<file path="config.mk">
export PLATFORM = sky130hd
export DESIGN_NAME = addr_xlate
export DESIGN_NICKNAME = d
export VERILOG_FILES = /design/src/rtl/addr_xlate_pkg.sv /design/src/rtl/addr_xlate_win.sv /design/src/rtl/addr_xlate_devtab.sv /design/src/rtl/addr_xlate.sv
export SDC_FILE = /design/constraint.sdc
export NUM_CORES = 1
export LEC_CHECK = 0
export BUFFER_PORTS_ARGS = -buffer_cell sky130_fd_sc_hd__buf_4
export CORE_MARGIN = 2
export CORE_UTILIZATION = 60
export DETAILED_ROUTE_END_ITERATION = 8
export HOLD_SLACK_MARGIN = 0.15
export PLACE_DENSITY_LB_ADDON = 0.3
export RECOVER_POWER = 50
export SYNTH_ARGS = -nofsm -noshare
export SYNTH_HDL_FRONTEND = slang
export SYNTH_SLANG_ARGS = --single-unit
</file>
<file path="constraint.sdc">
create_clock -name clk -period 8.49 [get_ports clk]
set_input_delay 1.2735 -clock clk [delete_from_list [all_inputs] [get_ports clk]]
set_output_delay 1.2735 -clock clk [all_outputs]
set_load 0.005 [all_outputs]
</file>
<file path="src/rtl/addr_xlate_pkg.sv">
package addr_xlate_pkg;
   localparam int SYS_AW    = 26;
   localparam int CH_AW     = 36;
   localparam int ID_W      = 9;
   localparam int OFS_W     = 21;
   localparam int REG_OFS_W = 11;
   localparam logic [SYS_AW-1:0] REG_BASE = 26'h3F0_0000;

   typedef enum logic [1:0] {
      KIND_MEM   = 2'd0,
      KIND_REG   = 2'd1,
      KIND_BCAST = 2'd2
   } acc_kind_e;
endpackage

</file>
<file path="src/rtl/addr_xlate_win.sv">
module addr_xlate_win
   import addr_xlate_pkg::*;
(
   input  logic [SYS_AW-1:0] sys_addr,
   output logic [CH_AW-1:0]  chan,
   output acc_kind_e         kind,
   output logic              bcast
);
   logic [ID_W-1:0] reg_fld;

   assign reg_fld = sys_addr[18:10];

   always_comb begin
      chan  = '0;
      kind  = KIND_MEM;
      bcast = 1'b0;
      if (sys_addr < REG_BASE) begin
         chan[28:20] = {3'b000, sys_addr[25:20]};
         chan[19:0]  = sys_addr[19:0];
      end else begin
         chan[28:20] = reg_fld;
         chan[19:11] = reg_fld;
         chan[10:0]  = {1'b0, sys_addr[9:0]};
         bcast       = sys_addr[19];
         kind        = sys_addr[19] ? KIND_BCAST : KIND_REG;
      end
   end
endmodule

</file>
<file path="src/rtl/addr_xlate_devtab.sv">
module addr_xlate_devtab
   import addr_xlate_pkg::*;
#(
   parameter int NUM_DEV = 8,
   parameter int DEV_W   = 3
) (
   input  logic             clk,
   input  logic             rst_n,
   input  logic             cfg_we,
   input  logic [DEV_W-1:0] cfg_idx,
   input  logic [ID_W-1:0]  cfg_id,
   input  logic             cfg_dbl,
   input  logic             cfg_en,
   input  logic [ID_W-1:0]  look_id,
   output logic             hit,
   output logic [DEV_W-1:0] hit_idx,
   output logic             hit_dbl
);
   logic [NUM_DEV-1:0] hit_vec;
   logic [NUM_DEV-1:0] dbl_vec;

   for (genvar g = 0; g < NUM_DEV; g++) begin : g_ent
      logic            en_q;
      logic            dbl_q;
      logic [ID_W-1:0] id_q;
      logic [ID_W-1:0] mask;

      always_ff @(posedge clk) begin
         if (!rst_n) begin
            en_q  <= 1'b0;
            dbl_q <= 1'b0;
            id_q  <= '0;
         end else if (cfg_we && cfg_idx == DEV_W'(g)) begin
            en_q  <= cfg_en;
            dbl_q <= cfg_dbl;
            id_q  <= cfg_id;
         end
      end

      assign mask       = dbl_q ? {{(ID_W-1){1'b1}}, 1'b0} : {ID_W{1'b1}};
      assign hit_vec[g] = en_q && (((id_q ^ look_id) & mask) == '0);
      assign dbl_vec[g] = dbl_q;
   end

   always_comb begin
      hit_idx = '0;
      hit_dbl = 1'b0;
      for (int i = NUM_DEV - 1; i >= 0; i--) begin
         if (hit_vec[i]) begin
            hit_idx = DEV_W'(i);
            hit_dbl = dbl_vec[i];
         end
      end
   end

   assign hit = |hit_vec;
endmodule

</file>
<file path="src/rtl/addr_xlate.sv">
module addr_xlate
   import addr_xlate_pkg::*;
#(
   parameter  int NUM_DEV = 8,
   localparam int DEV_W   = (NUM_DEV > 1) ? $clog2(NUM_DEV) : 1
) (
   input  logic              clk,
   input  logic              rst_n,
   input  logic              req_valid,
   output logic              req_ready,
   input  logic [SYS_AW-1:0] req_addr,
   input  logic              req_write,
   input  logic              cfg_we,
   input  logic [DEV_W-1:0]  cfg_idx,
   input  logic [ID_W-1:0]   cfg_id,
   input  logic              cfg_dbl,
   input  logic              cfg_en,
   output logic              rsp_valid,
   input  logic              rsp_ready,
   output logic [CH_AW-1:0]  rsp_chan_addr,
   output logic [1:0]        rsp_kind,
   output logic              rsp_bcast,
   output logic              rsp_write,
   output logic [DEV_W-1:0]  rsp_dev,
   output logic [OFS_W-1:0]  rsp_offset,
   output logic              rsp_err
);
   if (NUM_DEV < 1 || NUM_DEV > 32) begin : g_bad_num
      $error("addr_xlate: NUM_DEV must lie in 1..32");
   end

   logic [CH_AW-1:0] chan;
   acc_kind_e        kind;
   logic             bcast;
   logic             hit;
   logic [DEV_W-1:0] hit_idx;
   logic             hit_dbl;
   logic             nxt_err;
   logic [DEV_W-1:0] nxt_dev;
   logic [OFS_W-1:0] nxt_ofs;
   logic             take;

   addr_xlate_win u_win (
      .sys_addr (req_addr),
      .chan     (chan),
      .kind     (kind),
      .bcast    (bcast)
   );

   addr_xlate_devtab #(.NUM_DEV(NUM_DEV), .DEV_W(DEV_W)) u_tab (
      .clk     (clk),
      .rst_n   (rst_n),
      .cfg_we  (cfg_we),
      .cfg_idx (cfg_idx),
      .cfg_id  (cfg_id),
      .cfg_dbl (cfg_dbl),
      .cfg_en  (cfg_en),
      .look_id (chan[28:20]),
      .hit     (hit),
      .hit_idx (hit_idx),
      .hit_dbl (hit_dbl)
   );

   always_comb begin
      nxt_err = bcast ? !req_write : !hit;
      nxt_dev = '0;
      nxt_ofs = '0;
      if (!nxt_err) begin
         if (bcast) begin
            nxt_ofs = {{(OFS_W-REG_OFS_W){1'b0}}, chan[10:0]};
         end else begin
            nxt_dev = hit_idx;
            if (kind == KIND_MEM)
               nxt_ofs = hit_dbl ? chan[20:0] : {1'b0, chan[19:0]};
            else
               nxt_ofs = {{(OFS_W-REG_OFS_W){1'b0}}, chan[10:0]};
         end
      end
   end

   assign req_ready = !rsp_valid || rsp_ready;
   assign take      = req_valid && req_ready;

   always_ff @(posedge clk) begin
      if (!rst_n) begin
         rsp_valid     <= 1'b0;
         rsp_chan_addr <= '0;
         rsp_kind      <= KIND_MEM;
         rsp_bcast     <= 1'b0;
         rsp_write     <= 1'b0;
         rsp_dev       <= '0;
         rsp_offset    <= '0;
         rsp_err       <= 1'b0;
      end else begin
         if (take) begin
            rsp_valid     <= 1'b1;
            rsp_chan_addr <= chan;
            rsp_kind      <= kind;
            rsp_bcast     <= bcast;
            rsp_write     <= req_write;
            rsp_dev       <= nxt_dev;
            rsp_offset    <= nxt_ofs;
            rsp_err       <= nxt_err;
         end else if (rsp_ready) begin
            rsp_valid <= 1'b0;
         end
      end
   end
endmodule

</file>
==> metrics.md, run 1 <==
| Metric | Value |
|---|---|
| Status | finished, violations left |
| Failing checks | max-capacitance violations, max-slew violations |
| P_leak | 3.13 nW |
| CTS Buf Count | 17 |
| Slew HR | -1.58 |
| Hold Fails Final Rpt | 0 |
| Residual DRC | 0 |
| Via density | 6.16 |
| Hold slack | 0.435 ns |
| CTS tree | yes |
| HPWL after DPL | 14400 µm |
| Seq/Total Area, Yosys | 0.399 |
| VDD IR max | 0.228 mV |
| Max FO, Critical Path | 110 |
| Top Ports | 113 |
| # rows | 40 |
| Async set or reset register ratio after synthesis | 0 |
| CP Class | in -> reg |
| # diodes | 0 |
| First-pass GRT wire length | 33900 µm |
| Combinational power share | 0.097 |
| Area Growth Syn to Fin | 16.8% |
| Hold-fix buffers, CTS | 0 |
| Min Tclk post-route | 5.53 ns |
| GRT overflow | 0 |
| Sw Share | 0.241 |
| Vias in the first global route | 6422 |
| Critical path data arrival time | 5.89 ns |
| Router iterations before antenna repair | 9 |
| Drt first-iter violations | 932 |
| Startpoint types | primary input |
| Worst-Margin Slew | 3.87 ns |
| Layout cell share with drive strength beyond 1 | 0.140 |
| Total die area | 0.0131 mm² |
| Mapped Avg Cell Area | 7.94 µm² |
| Worst skew pair latency | 0.43 ns |
| Netlist cell types | 63 |
| Clock share of power | 0.481 |
| Starting Density | 0.613 |
| Largest net degree at the start of global routing | 111 |
| Pwr Density | 198 mW/mm² |
| Required @ worst endpoint | 8.85 ns |
| GRT Resource Usage Total | 0.332 |
| Fin. max-slew vios | 111 |
| Final WL | 21600 µm |
| Fmax | 181 MHz |
| Flop pwr share | 0.422 |
| Synthesized instance count | 923 |
| Dpl cells | 1102 |
| Finished Cell Area | 0.00857 mm² |
| Final setup TNS | 0 ns |
| Initial antenna violation count | 0 |
| Period utilisation layout | 0.651 |
| Clock skew | 0.0124 ns |
| Final ANT Viol Nets | 0 |
| Max Cap Viol | 1 |
| Layout Nets | 1020 |
| Worst hold path type | reg -> reg |
| Total power | 1.70 mW |
| Synth Flop Type | dfxtp_1 |
| Synthesized area | 0.00733 mm² |
| H-Tree Level Count | 4 |
| NetSw | 409 µW |
| EDFF count, synth | 0 |
| Most common cell after layout, fill and taps aside | nand2_1 |
| Port-buffer cells | 105 |
| Max clock buf depth | 2 |
| # resized after CTS | 0 |
| Routability cong. | 0.953 |
| Placed inst area | 0.00797 mm² |
| RSZ-0062 raised after global routing | false |
| CTS Root Cell | clkbuf_16 |
| Yosys warns | 0 |
| Post-CTS Setup Inserts | 0 |
| Post-synthesis register bit count | 146 |
| Die Height | 115 µm |
| CP endpoint kind | flop |
| DR WL/cell | 19.0 µm |
| Clock sink total | 146 |
| Layout Cells excl Fill | 1134 |
| # setup viols final | 0 |
| Commonest non-fill, non-tap cells in the layout | nand2_1 (269), dfxtp_1 (146), a21boi_0 (107) |
| Int Pwr | 1.29 mW |
| Core Box Area | 0.0120 mm² |
| Via count | 6986 |
| Clock transition at the registers of the reported paths | 0.06 ns |
| Chip width | 115 µm |
-- stage by stage --
step                      utilization  worst slack, ns
after floorplan                     -             4.87
after global placement          0.666             3.70
after detailed placement        0.666             3.59
after CTS                       0.720             4.02
after global routing            0.716             2.41
final                           0.716             2.96
-- sequential cells by signal (all words and copies together) (netlist names) --
signal             flops
u_tab.g_ent.id_q      72
rsp_chan_addr         29
rsp_offset            21
u_tab.g_ent.dbl_q      8
u_tab.g_ent.en_q       8
rsp_dev                3
rsp_kind               2
rsp_err                1
rsp_valid              1
rsp_write              1
-- cells by family (layout without fill, tap and decap cells) --
group                     count (synthesis)  count (layout)  share of synthesized area
AOI/OAI and AO/OA                       237             237                      0.244
xor gates and xnor gates                 44              44                     0.0526
buffers and inverters                    97             155                     0.0597
DFF                                     146             146                      0.399
other                                     1               7                   0.000512
and+or+nand+nor                         398             398                      0.244
-- final cells by class --
| type | count | area (µm²) |
|---|---|---|
| Inverter | 14 | 52.6 |
| Clock buffer | 18 | 429 |
| Clock inverter | 14 | 211 |
| Multi-Input combinational cell | 686 | 3990 |
| Sequential cell | 146 | 2920 |
| Timing Repair Buffer | 109 | 773 |
| Fill cell | 975 | 3400 |
| Tap cell | 147 | 184 |
-- critical path, cell delays in order --
cell and delay [ns]:
clkbuf_1 0.96, clkbuf_1 2.78, and3_1 0.56, o2111ai_1 0.16, o21ai_1 0.14
-- synthesized netlist by cell type (4+ instances only) --
library cell  count  area (µm²)
nand2_1         269        1010
dfxtp_1         146        2920
a21boi_0        107         803
clkbuf_1         60         225
xor2_1           30         263
nor2_1           24        90.1
o21ai_0          24         120
nand3_1          20         100
buf_4            19         143
inv_1            14        52.6
o2111ai_1        14         123
xnor2_1          14         123
and2_1           13        81.3
o21ai_1          12        60.1
nand2b_1         11        68.8
nand4_1          11        68.8
nor3_1           11        55.1
a31oi_1          10        62.6
nor4_1            8        50.1
a21oi_1           7        35.0
nor4bb_1          7        70.1
o211ai_1          7        52.6
a21boi_1          6        45.0
nor2b_1           6        37.5
o211a_1           6        60.1
o32ai_1           5        43.8
a222oi_1          4        40.0
-- worst paths after layout --
path	start	endpoint	slack [ns]	cells after the start
worst max-delay path	rst_n	rsp_offset[20]$_SDFFE_PN0P_	2.96	5
worst min-delay path	rsp_offset[14]$_SDFFE_PN0P_	rsp_offset[14]$_SDFFE_PN0P_	0.43	2
worst max register to register	u_tab.g_ent[7].id_q[7]$_SDFFE_PN0P_	rsp_err$_SDFFE_PN0P_	5.23	9
worst min register to register	rsp_offset[14]$_SDFFE_PN0P_	rsp_offset[14]$_SDFFE_PN0P_	0.43	2
-- power groups by stage --
stage | registers [mW] | logic [mW] | clock network [mW]
after CTS | 0.717 | 0.161 | 0.819
after global routing | 0.718 | 0.178 | 0.848
final | 0.717 | 0.164 | 0.817
after floorplan | 0.729 | 0.101 | 0
after detailed placement | 0.732 | 0.160 | 0
after global placement | 0.731 | 0.157 | 0
-- per-layer routing --
layer | routed length (µm) | up-vias | GRT usage
li1 | - | 3271 | -
met1 | 8920 | 3204 | 0.441
met2 | 9630 | 448 | 0.518
met3 | 2250 | 63 | 0.0725
met4 | 760 | 0 | 0.147
met5 | 0 | - | 0
Power figures use the tool's default switching activity.
==> run 2, diff against run 1 <==
--- a/config.mk
+++ b/config.mk
@@ -5,9 +5,10 @@
 export SDC_FILE = /design/constraint.sdc
 export NUM_CORES = 1
 export LEC_CHECK = 0
+export ABC_AREA = 1
 export BUFFER_PORTS_ARGS = -buffer_cell sky130_fd_sc_hd__buf_4
 export CORE_MARGIN = 2
-export CORE_UTILIZATION = 60
+export CORE_UTILIZATION = 57
 export DETAILED_ROUTE_END_ITERATION = 8
 export HOLD_SLACK_MARGIN = 0.15
 export PLACE_DENSITY_LB_ADDON = 0.3
==> constraint.sdc (replaced) <==
create_clock -name clk -period 5.66 [get_ports clk]
set_input_delay 0.849 -clock clk [delete_from_list [all_inputs] [get_ports clk]]
set_output_delay 0.849 -clock clk [all_outputs]
set_load 0.005 [all_outputs]
==> run 2 against run 1 <==
Net effect: the run now ends clean; via count grew 1.7%; clock power rose by 41%; power up 47%; critical path depth increased by 12; die area rose by 2.2%; core utilization shrank 2.1 points; global-route usage decreased by 1.3 points; first-iteration DRC count decreased by 13%; wire length fell by 3.5%; critical path type unchanged; largest power group unchanged.
==> metrics.md, run 2 <==
| Metric | Value |
|---|---|
| CP Class | in -> reg |
| Layout Nets | 1143 (+12%) |
| NetSw | 663 µW (+62%) |
| First-pass GRT wire length | 32800 µm (-3.1%) |
| Hold Fails Final Rpt | 0 (unchanged) |
| Worst hold path type | reg -> reg |
| Top post-synthesis cells by area | dfxtp_1 (41%), nor2_1 (9.8%), nand2_1 (9.5%) |
| Most frequent cells after synthesis | nor2_1 (186), nand2_1 (181), dfxtp_1 (146) |
| Synth Flop Type | dfxtp_1 |
| Starting Density | 0.588 (-0.0250) |
| Clock share of power | 0.459 (-0.022) |
| H-Tree Level Count | 4 (unchanged) |
| Max FO, Critical Path | 20 (-82%) |
| Period utilisation layout | 0.597 |
| Router iterations before antenna repair | 6 (-3) |
| # rows | 40 (unchanged) |
| Clock transition at the registers of the reported paths | 0.06 ns (about the same) |
| Die Height | 116 µm (+1.1%) |
| Synthesized area | 0.00712 mm² (-2.9%) |
| VDD IR max | 0.184 mV (-19%) |
| Hold Crit Depth | 2 (unchanged) |
| Vias in the first global route | 6473 (+0.79%) |
| Mapped Avg Cell Area | 6.97 µm² (-12%) |
| Pwr Density | 297 mW/mm² (+50%) |
| EDFF count, synth | 0 (unchanged) |
| Status | finished, final reports clean |
| Initial antenna violation count | 0 (unchanged) |
| CTS Buf Count | 17 (unchanged) |
| Fin. max-slew vios | 0 (-100%) |
| FF-to-FF path depth | 7 (-2) |
| Hold-fix buffers, CTS | 0 (unchanged) |
| Area of the multi-input gates | 0.00362 mm² (-9.3%) |
| Max clock buf depth | 2 (unchanged) |
| Int Pwr | 1.84 mW (+43%) |
| CTS tree | yes |
| Slew HR | 0.175 (+1.75) |
| CP endpoint kind | flop |
| Worst R2R End | rsp_chan_addr[24]$_SDFFE_PN0P_ |
| Worst skew pair latency | 0.43 ns (about the same) |
| Port-buffer cells | 105 (unchanged) |
| # resized after CTS | 0 (unchanged) |
| RSZ-0062 raised after global routing | false |
| Commonest non-fill, non-tap cells in the layout | nor2_1 (186), nand2_1 (181), dfxtp_1 (146) |
| Area Growth Syn to Fin | 18.2% |
| Sw Share | 0.265 (+0.0238) |
| CTS Root Cell | clkbuf_16 |
| Top Ports | 113 (unchanged) |
| GRT overflow | 0 (unchanged) |
| Combinational power share | 0.106 (+0.009) |
| Final WL | 20800 µm (-3.5%) |
| Top Registers | u_tab.g_ent.id_q (72), rsp_chan_addr (29), rsp_offset (21) |
| Post-CTS Setup Inserts | 0 (unchanged) |
| Most common cell after layout, fill and taps aside | nor2_1 |
| HP Start | rsp_chan_addr[10]$_SDFFE_PN0P_ |
| Hold path endpoint | rsp_chan_addr[10]$_SDFFE_PN0P_ |
| Critical path data arrival time | 3.63 ns (-2.26 ns) |
| Clock sink total | 146 (unchanged) |
| Largest net degree at the start of global routing | 107 (-3.6%) |
| # setup viols final | 0 (unchanged) |
| Drt first-iter violations | 807 (-13%) |
| HPWL after DPL | 13800 µm (-4.1%) |
| Clock skew | 0.00744 ns (-0.00497 ns) |
| Placed inst area | 0.00786 mm² (-1.4%) |
| Yosys warns | 0 (unchanged) |
| Top cell type's share of synthesized area | 0.410 (+0.0118) |
| Max Cap Viol | 0 (-1) |
| DR WL/cell | 16.3 µm (-14%) |
| Largest Register | u_tab.g_ent.id_q |
| Residual DRC | 0 (unchanged) |
| Total die area | 0.0134 mm² (+2.2%) |
| Post-synthesis register bit count | 146 (unchanged) |
| Finished Cell Area | 0.00842 mm² (-1.7%) |
| Async set or reset register ratio after synthesis | 0 (unchanged) |
| Min Tclk post-route | 3.38 ns |
| Chip width | 116 µm (+1.1%) |
| Via count | 7102 (+1.7%) |
| Via density | 5.56 (-9.7%) |
| R2R setup slack | 3.33 ns (-1.90 ns) |
| GRT Resource Usage Total | 0.318 (-0.0132) |
| # diodes | 0 (unchanged) |
| Final ANT Viol Nets | 0 (unchanged) |
| Synthesized instance count | 1021 (+11%) |
| Core Box Area | 0.0121 mm² (+1.3%) |
| Layout cell share with drive strength beyond 1 | 0.145 (+0.00536) |
| Routability cong. | 0.902 (-5.4%) |
| Netlist cell types | 43 (-32%) |
| Fillers | 1041 (+6.8%) |
| Required @ worst endpoint | 5.92 ns (-2.93 ns) |
| Top-count cell post-synth | nor2_1 |
| P_leak | 3.70 nW (+18%) |
| Seq/Total Area, Yosys | 0.410 (+0.0118) |
| FF-to-FF Start | rsp_valid$_SDFFE_PN0P_ |
| Flop pwr share | 0.435 (+0.013) |
| Sequential Area | 0.00292 mm² (unchanged) |
| Worst-Margin Slew | 1.24 ns (-2.63 ns) |
| Final setup TNS | 0 ns (unchanged) |
| Leading area contributor after synthesis | dfxtp_1 |
| Startpoint types | primary input |
| Fmax | 296 MHz |
| Largest register FFs | 72 (unchanged) |
==> run 2: cell count changes after synthesis, moves of 12 or more <==
cell	delta
nand3b_1	+12
nand2_1	-88
xor2_1	-14
and2_1	-13
nand3_1	+31
a21boi_0	-107
inv_1	+59
nor2_1	+162
o21ai_1	-12
o21ai_0	+87
a21oi_1	+77
clkbuf_1	-26
o2111ai_1	-13
==> run 2: worst max-delay path by stage <==
| stage | start | depth (start not counted) | slack (ns) | to |
|---|---|---|---|---|
| after floorplan | req_addr[24] | 16 | 3.05 | rsp_offset[8]$_SDFFE_PN0P_ |
| after global placement | req_addr[24] | 17 | 2.05 | rsp_offset[14]$_SDFFE_PN0P_ |
| after detailed placement | req_addr[24] | 17 | 1.95 | rsp_offset[1]$_SDFFE_PN0P_ |
| after CTS | req_addr[24] | 17 | 2.37 | rsp_offset[2]$_SDFFE_PN0P_ |
| after global routing | req_addr[24] | 17 | 2.04 | rsp_offset[2]$_SDFFE_PN0P_ |
| final | req_addr[24] | 17 | 2.28 | rsp_offset[2]$_SDFFE_PN0P_ |
==> run 2: logic make-up after synthesis <==
| group | share of synthesized area |
|---|---|
| buffers and inverters | 0.0840 |
| and+or+nand+nor | 0.318 |
| AOI/OAI and AO/OA | 0.154 |
| other | 0.000527 |
| xor gates and xnor gates | 0.0332 |
| DFF | 0.410 |
==> run 2: layout make-up <==
class,instances,share of cell area
Clock inverter,12,0.0172
Tap cell,168,0.0250
Timing Repair Buffer,107,0.0905
Inverter,80,0.0358
Multi-Input combinational cell,745,0.430
Clock buffer,19,0.0538
Sequential cell,146,0.347
==> run 2: worst max-delay path, stage by stage <==
cell and delay (ns):
buf_4 0.12, nand2_1 0.09, nor2_4 0.40, nand3_1 0.33, nand2_2 0.34, nand2_1 0.12, nand2_1 0.09, nand3b_1 0.13
nor2_1 0.05, nand4_1 0.07, nand2_1 0.07, nor2_1 0.21, nand2_1 0.12, nand2_1 0.10, nand2_2 0.26, nand3_1 0.18
a21oi_1 0.10
==> run 2: per-layer routing <==
| metal | share of wire | wire, µm | up-vias | global-route usage |
|---|---|---|---|---|
| li1 | - | - | 3478 | - |
| met4 | 0.019 | 395 | 0 | 0.102 |
| met1 | 0.42 | 8810 | 3263 | 0.424 |
| met2 | 0.47 | 9690 | 329 | 0.515 |
| met5 | 0 | 0 | - | 0 |
| met3 | 0.092 | 1910 | 32 | 0.0753 |
==> run 2: power groups by stage <==
stage | Sequential, mW | Clock (mW) | Combinational [mW]
floorplan | 1.11 | 0 | 0.160
global placement | 1.11 | 0 | 0.259
detailed placement | 1.11 | 0 | 0.262
CTS | 1.09 | 1.15 | 0.265
global route | 1.09 | 1.20 | 0.295
finish | 1.09 | 1.15 | 0.265
==> run 2: metrics by stage <==
step | hold WS [ns] | util | setup slack, ns | power, mW | cells
after detailed placement | 0.457 | 0.649 | 1.95 | 1.37 | 1246
final | 0.462 | 0.695 | 2.28 | 2.50 | 1277
after global routing | 0.483 | 0.695 | 2.04 | 2.58 | 1277
after CTS | 0.467 | 0.698 | 2.37 | 2.51 | 1277
after floorplan | 0.444 | - | 3.05 | 1.27 | 1027
after global placement | 0.453 | 0.649 | 2.05 | 1.37 | 1246
==> run 3, diff against run 2 <==
--- a/config.mk
+++ b/config.mk
@@ -5,10 +5,10 @@
 export SDC_FILE = /design/constraint.sdc
 export NUM_CORES = 1
 export LEC_CHECK = 0
-export ABC_AREA = 1
+export ABC_AREA = 0
 export BUFFER_PORTS_ARGS = -buffer_cell sky130_fd_sc_hd__buf_4
 export CORE_MARGIN = 2
-export CORE_UTILIZATION = 57
+export CORE_UTILIZATION = 52
 export DETAILED_ROUTE_END_ITERATION = 8
 export HOLD_SLACK_MARGIN = 0.15
 export PLACE_DENSITY_LB_ADDON = 0.3
==> constraint.sdc (replaced) <==
create_clock -name clk -period 2.81 [get_ports clk]
set_input_delay 0.4215 -clock clk [delete_from_list [all_inputs] [get_ports clk]]
set_output_delay 0.4215 -clock clk [all_outputs]
set_load 0.005 [all_outputs]
==> run 3 against run 2 <==
Net effect: combinational power grew 120%; worst setup slack lost 2.2 ns; design area grew 10%; clock power grew 98%; non-clock buffer count grew 88; cell count shrank 1.9%; sequential share of layout area shrank 3.2 points; sequential power grew 99%; via count grew 1.6%; die area grew 12%; count of clock-buffer cells in the layout grew 3; first-iteration DRC count shrank 0.62%; critical path type is now reg -> reg; highest routed layer unchanged.
==> metrics.md, run 3 (synthesis results as in run 1) <==
| Metric | Value |
|---|---|
| Status | finished, final reports clean |
| CP Class | reg -> reg |
| Port-buffer cells | 105 (unchanged) |
| Post-CTS Setup Inserts | 0 (unchanged) |
| RSZ-0062 raised after global routing | false |
| VDD IR max | 0.388 mV (+110%) |
| # setup viols final | 0 (unchanged) |
| CP Cell Sequence | a222oi_1, o211ai_1, a2111oi_2, buf_4, nor4b_1, buf_4, nor2_1, nand3_1, buf_4, nand4_1, a21boi_1 |
| Hold-fix buffers, CTS | 0 (unchanged) |
| NetSw | 1.28 mW (+93%) |
| Launch point of the worst path | u_tab.g_ent[2].id_q[3]$_SDFFE_PN0P_ |
| Slowest-stage cell, CP | a2111oi_2 |
| Worst hold path type | in -> reg |
| Pwr Density | 541 mW/mm² (+82%) |
| # resized after CTS | 0 (unchanged) |
| Fin. max-slew vios | 0 (unchanged) |
| CP max stage delay | 0.44 ns (+0.04 ns) |
| Max Cap Viol | 0 (unchanged) |
| Final WL | 23900 µm (+15%) |
| Drt first-iter violations | 802 (-0.62%) |
| HP Start | req_addr[1] |
| Critical path data arrival time | 3.04 ns (-0.59 ns) |
| PnR worst setup slack | 0.123 ns (-2.16 ns) |
| # diodes | 0 (unchanged) |
| Layout Nets | 1106 (-3.2%) |
| P_leak | 3.55 nW (-4.1%) |
| Area Growth Syn to Fin | 26.4% |
| CTS Root Cell | clkbuf_16 |
| Die Height | 123 µm (+6.0%) |
| Total die area | 0.0151 mm² (+12%) |
| Clock transition at the registers of the reported paths | 0.06 ns (about the same) |
| Largest Register | u_tab.g_ent.id_q |
| Top Ports | 113 (unchanged) |
| Worst-Margin Slew | 0.880 ns (-0.357 ns) |
| Max FO, Critical Path | 11 (-45%) |
| GRT overflow | 0 (unchanged) |
| Layout cell share with drive strength beyond 1 | 0.205 (+0.0599) |
| DR WL/cell | 19.0 µm (+17%) |
| Commonest non-fill, non-tap cells in the layout | nand2_1 (269), dfxtp_1 (146), buf_4 (133) |
| Max clock buf depth | 2 (unchanged) |
| Via density | 5.76 (+3.6%) |
| Clock sink total | 146 (unchanged) |
| Largest register FFs | 72 (unchanged) |
| Slew HR | 0.411 (+0.237) |
| Min Tclk post-route | 2.69 ns |
| First-pass GRT wire length | 36500 µm (+11%) |
| Required @ worst endpoint | 3.17 ns (-2.75 ns) |
| Crit path max-delay family | compound AO/OA/AOI/OAI gates |
| Worst skew pair latency | 0.43 ns (about the same) |
| Buf/Inv on CP | 3 (+2) |
| Routability cong. | 0.928 (+2.9%) |
| GRT Resource Usage Total | 0.321 (+0.00272) |
| FF-to-FF Start | u_tab.g_ent[2].id_q[3]$_SDFFE_PN0P_ |
| Combinational power share | 0.114 (+0.008) |
| Post-place setup slack | -0.385 ns (-2.34 ns) |
| Int Pwr | 3.73 mW (+100%) |
| CP endpoint kind | flop |
| Starting Density | 0.530 (-0.0577) |
| Vias in the first global route | 6654 (+2.8%) |
| Period utilisation layout | 0.956 |
| Hold Fails Final Rpt | 0 (unchanged) |
| H-Tree Level Count | 4 (unchanged) |
| Clock skew | 0.00584 ns (-0.00160 ns) |
| # rows | 43 (+7.5%) |
| Most common cell after layout, fill and taps aside | nand2_1 |
| Largest net degree at the start of global routing | 75 (-30%) |
| Top cell by count, worst path | buf_4 |
| Initial antenna violation count | 0 (unchanged) |
| Chip width | 123 µm (+6.0%) |
| Router iterations before antenna repair | 5 (-1) |
| HPWL after DPL | 17100 µm (+24%) |
| CTS Buf Count | 17 (unchanged) |
| Total power | 5.01 mW (+100%) |
| Final ANT Viol Nets | 0 (unchanged) |
| Sw Share | 0.255 (-0.00929) |
| Via count | 7219 (+1.6%) |
| CTS tree | yes |
| Startpoint types | flop |
| Fmax | 372 MHz |
| Top Registers | u_tab.g_ent.id_q (72), rsp_chan_addr (29), rsp_offset (21) |
| Clock share of power | 0.454 (-0.005) |
| Core Box Area | 0.0138 mm² (+14%) |
| Flop pwr share | 0.432 (-0.003) |
| Residual DRC | 0 (unchanged) |
| Final core occ | 0.670 (-0.0250) |
## run 3: changes by cell type in the layout (fill, tap and decap cells not counted), sizes merged, moves of 14 or more
cell | before | now
a21boi | 0 | 113
a21oi | 84 | 7
and2 | 0 | 14
buf | 45 | 138
inv | 83 | 16
nand2 | 190 | 269
nand3 | 58 | 20
nor2 | 189 | 24
o21ai | 111 | 38
or2 | 14 | 0
xor2 | 16 | 30
## run 3: power groups by stage
stage	clock, mW	sequential [mW]	combinational [mW]
finish	2.28	2.17	0.572
global route	2.38	2.17	0.616
CTS	2.29	2.16	0.572
detailed placement	0	2.21	0.567
global placement	0	2.21	0.563
floorplan	0	2.20	0.304
## run 3: final timing paths
path,endpoint,slack [ns],cells past startpoint
max,rsp_offset[19]$_SDFFE_PN0P_,0.12,11
min,rsp_chan_addr[1]$_SDFFE_PN0P_,0.27,3
max reg2reg,rsp_offset[19]$_SDFFE_PN0P_,0.12,11
min reg2reg,rsp_offset[17]$_SDFFE_PN0P_,0.44,2
## run 3: stage by stage
stage	hold slack, ns	area, µm²	setup TNS (ns)	cells
after floorplan	0.435	7350	0	929
after global placement	0.428	8720	-7.34	1221
after detailed placement	0.438	8720	-6.90	1221
after CTS	0.258	9310	0	1253
after global routing	0.272	9260	0	1253
final	0.266	9260	0	1253
## run 3: cell type report
| cell class | count | area (µm²) |
|---|---|---|
| clock buffers | 22 | 464 |
| clock inverters | 10 | 126 |
| fillers | 1222 | 4560 |
| inverters | 14 | 52.6 |
| multi-input cells | 686 | 4010 |
| flip-flops and latches | 146 | 2920 |
| well taps | 180 | 225 |
| repair buffers | 195 | 1470 |
## run 3: tightest hold or removal path, delay by kind of cell
family | cells | cell delay [ns]
buffers and inverters | 1 | 0.11
AO/OA/AOI/OAI | 1 | 0.06
AND/OR/NAND/NOR | 1 | 0.05
## run 3: routing by layer
layer,track usage,part of all wire,up-vias
met2,0.514,0.45,333
met1,0.424,0.44,3391
met5,0,0,-
met4,0.123,0.031,0
met3,0.0674,0.079,52
li1,-,-,3443
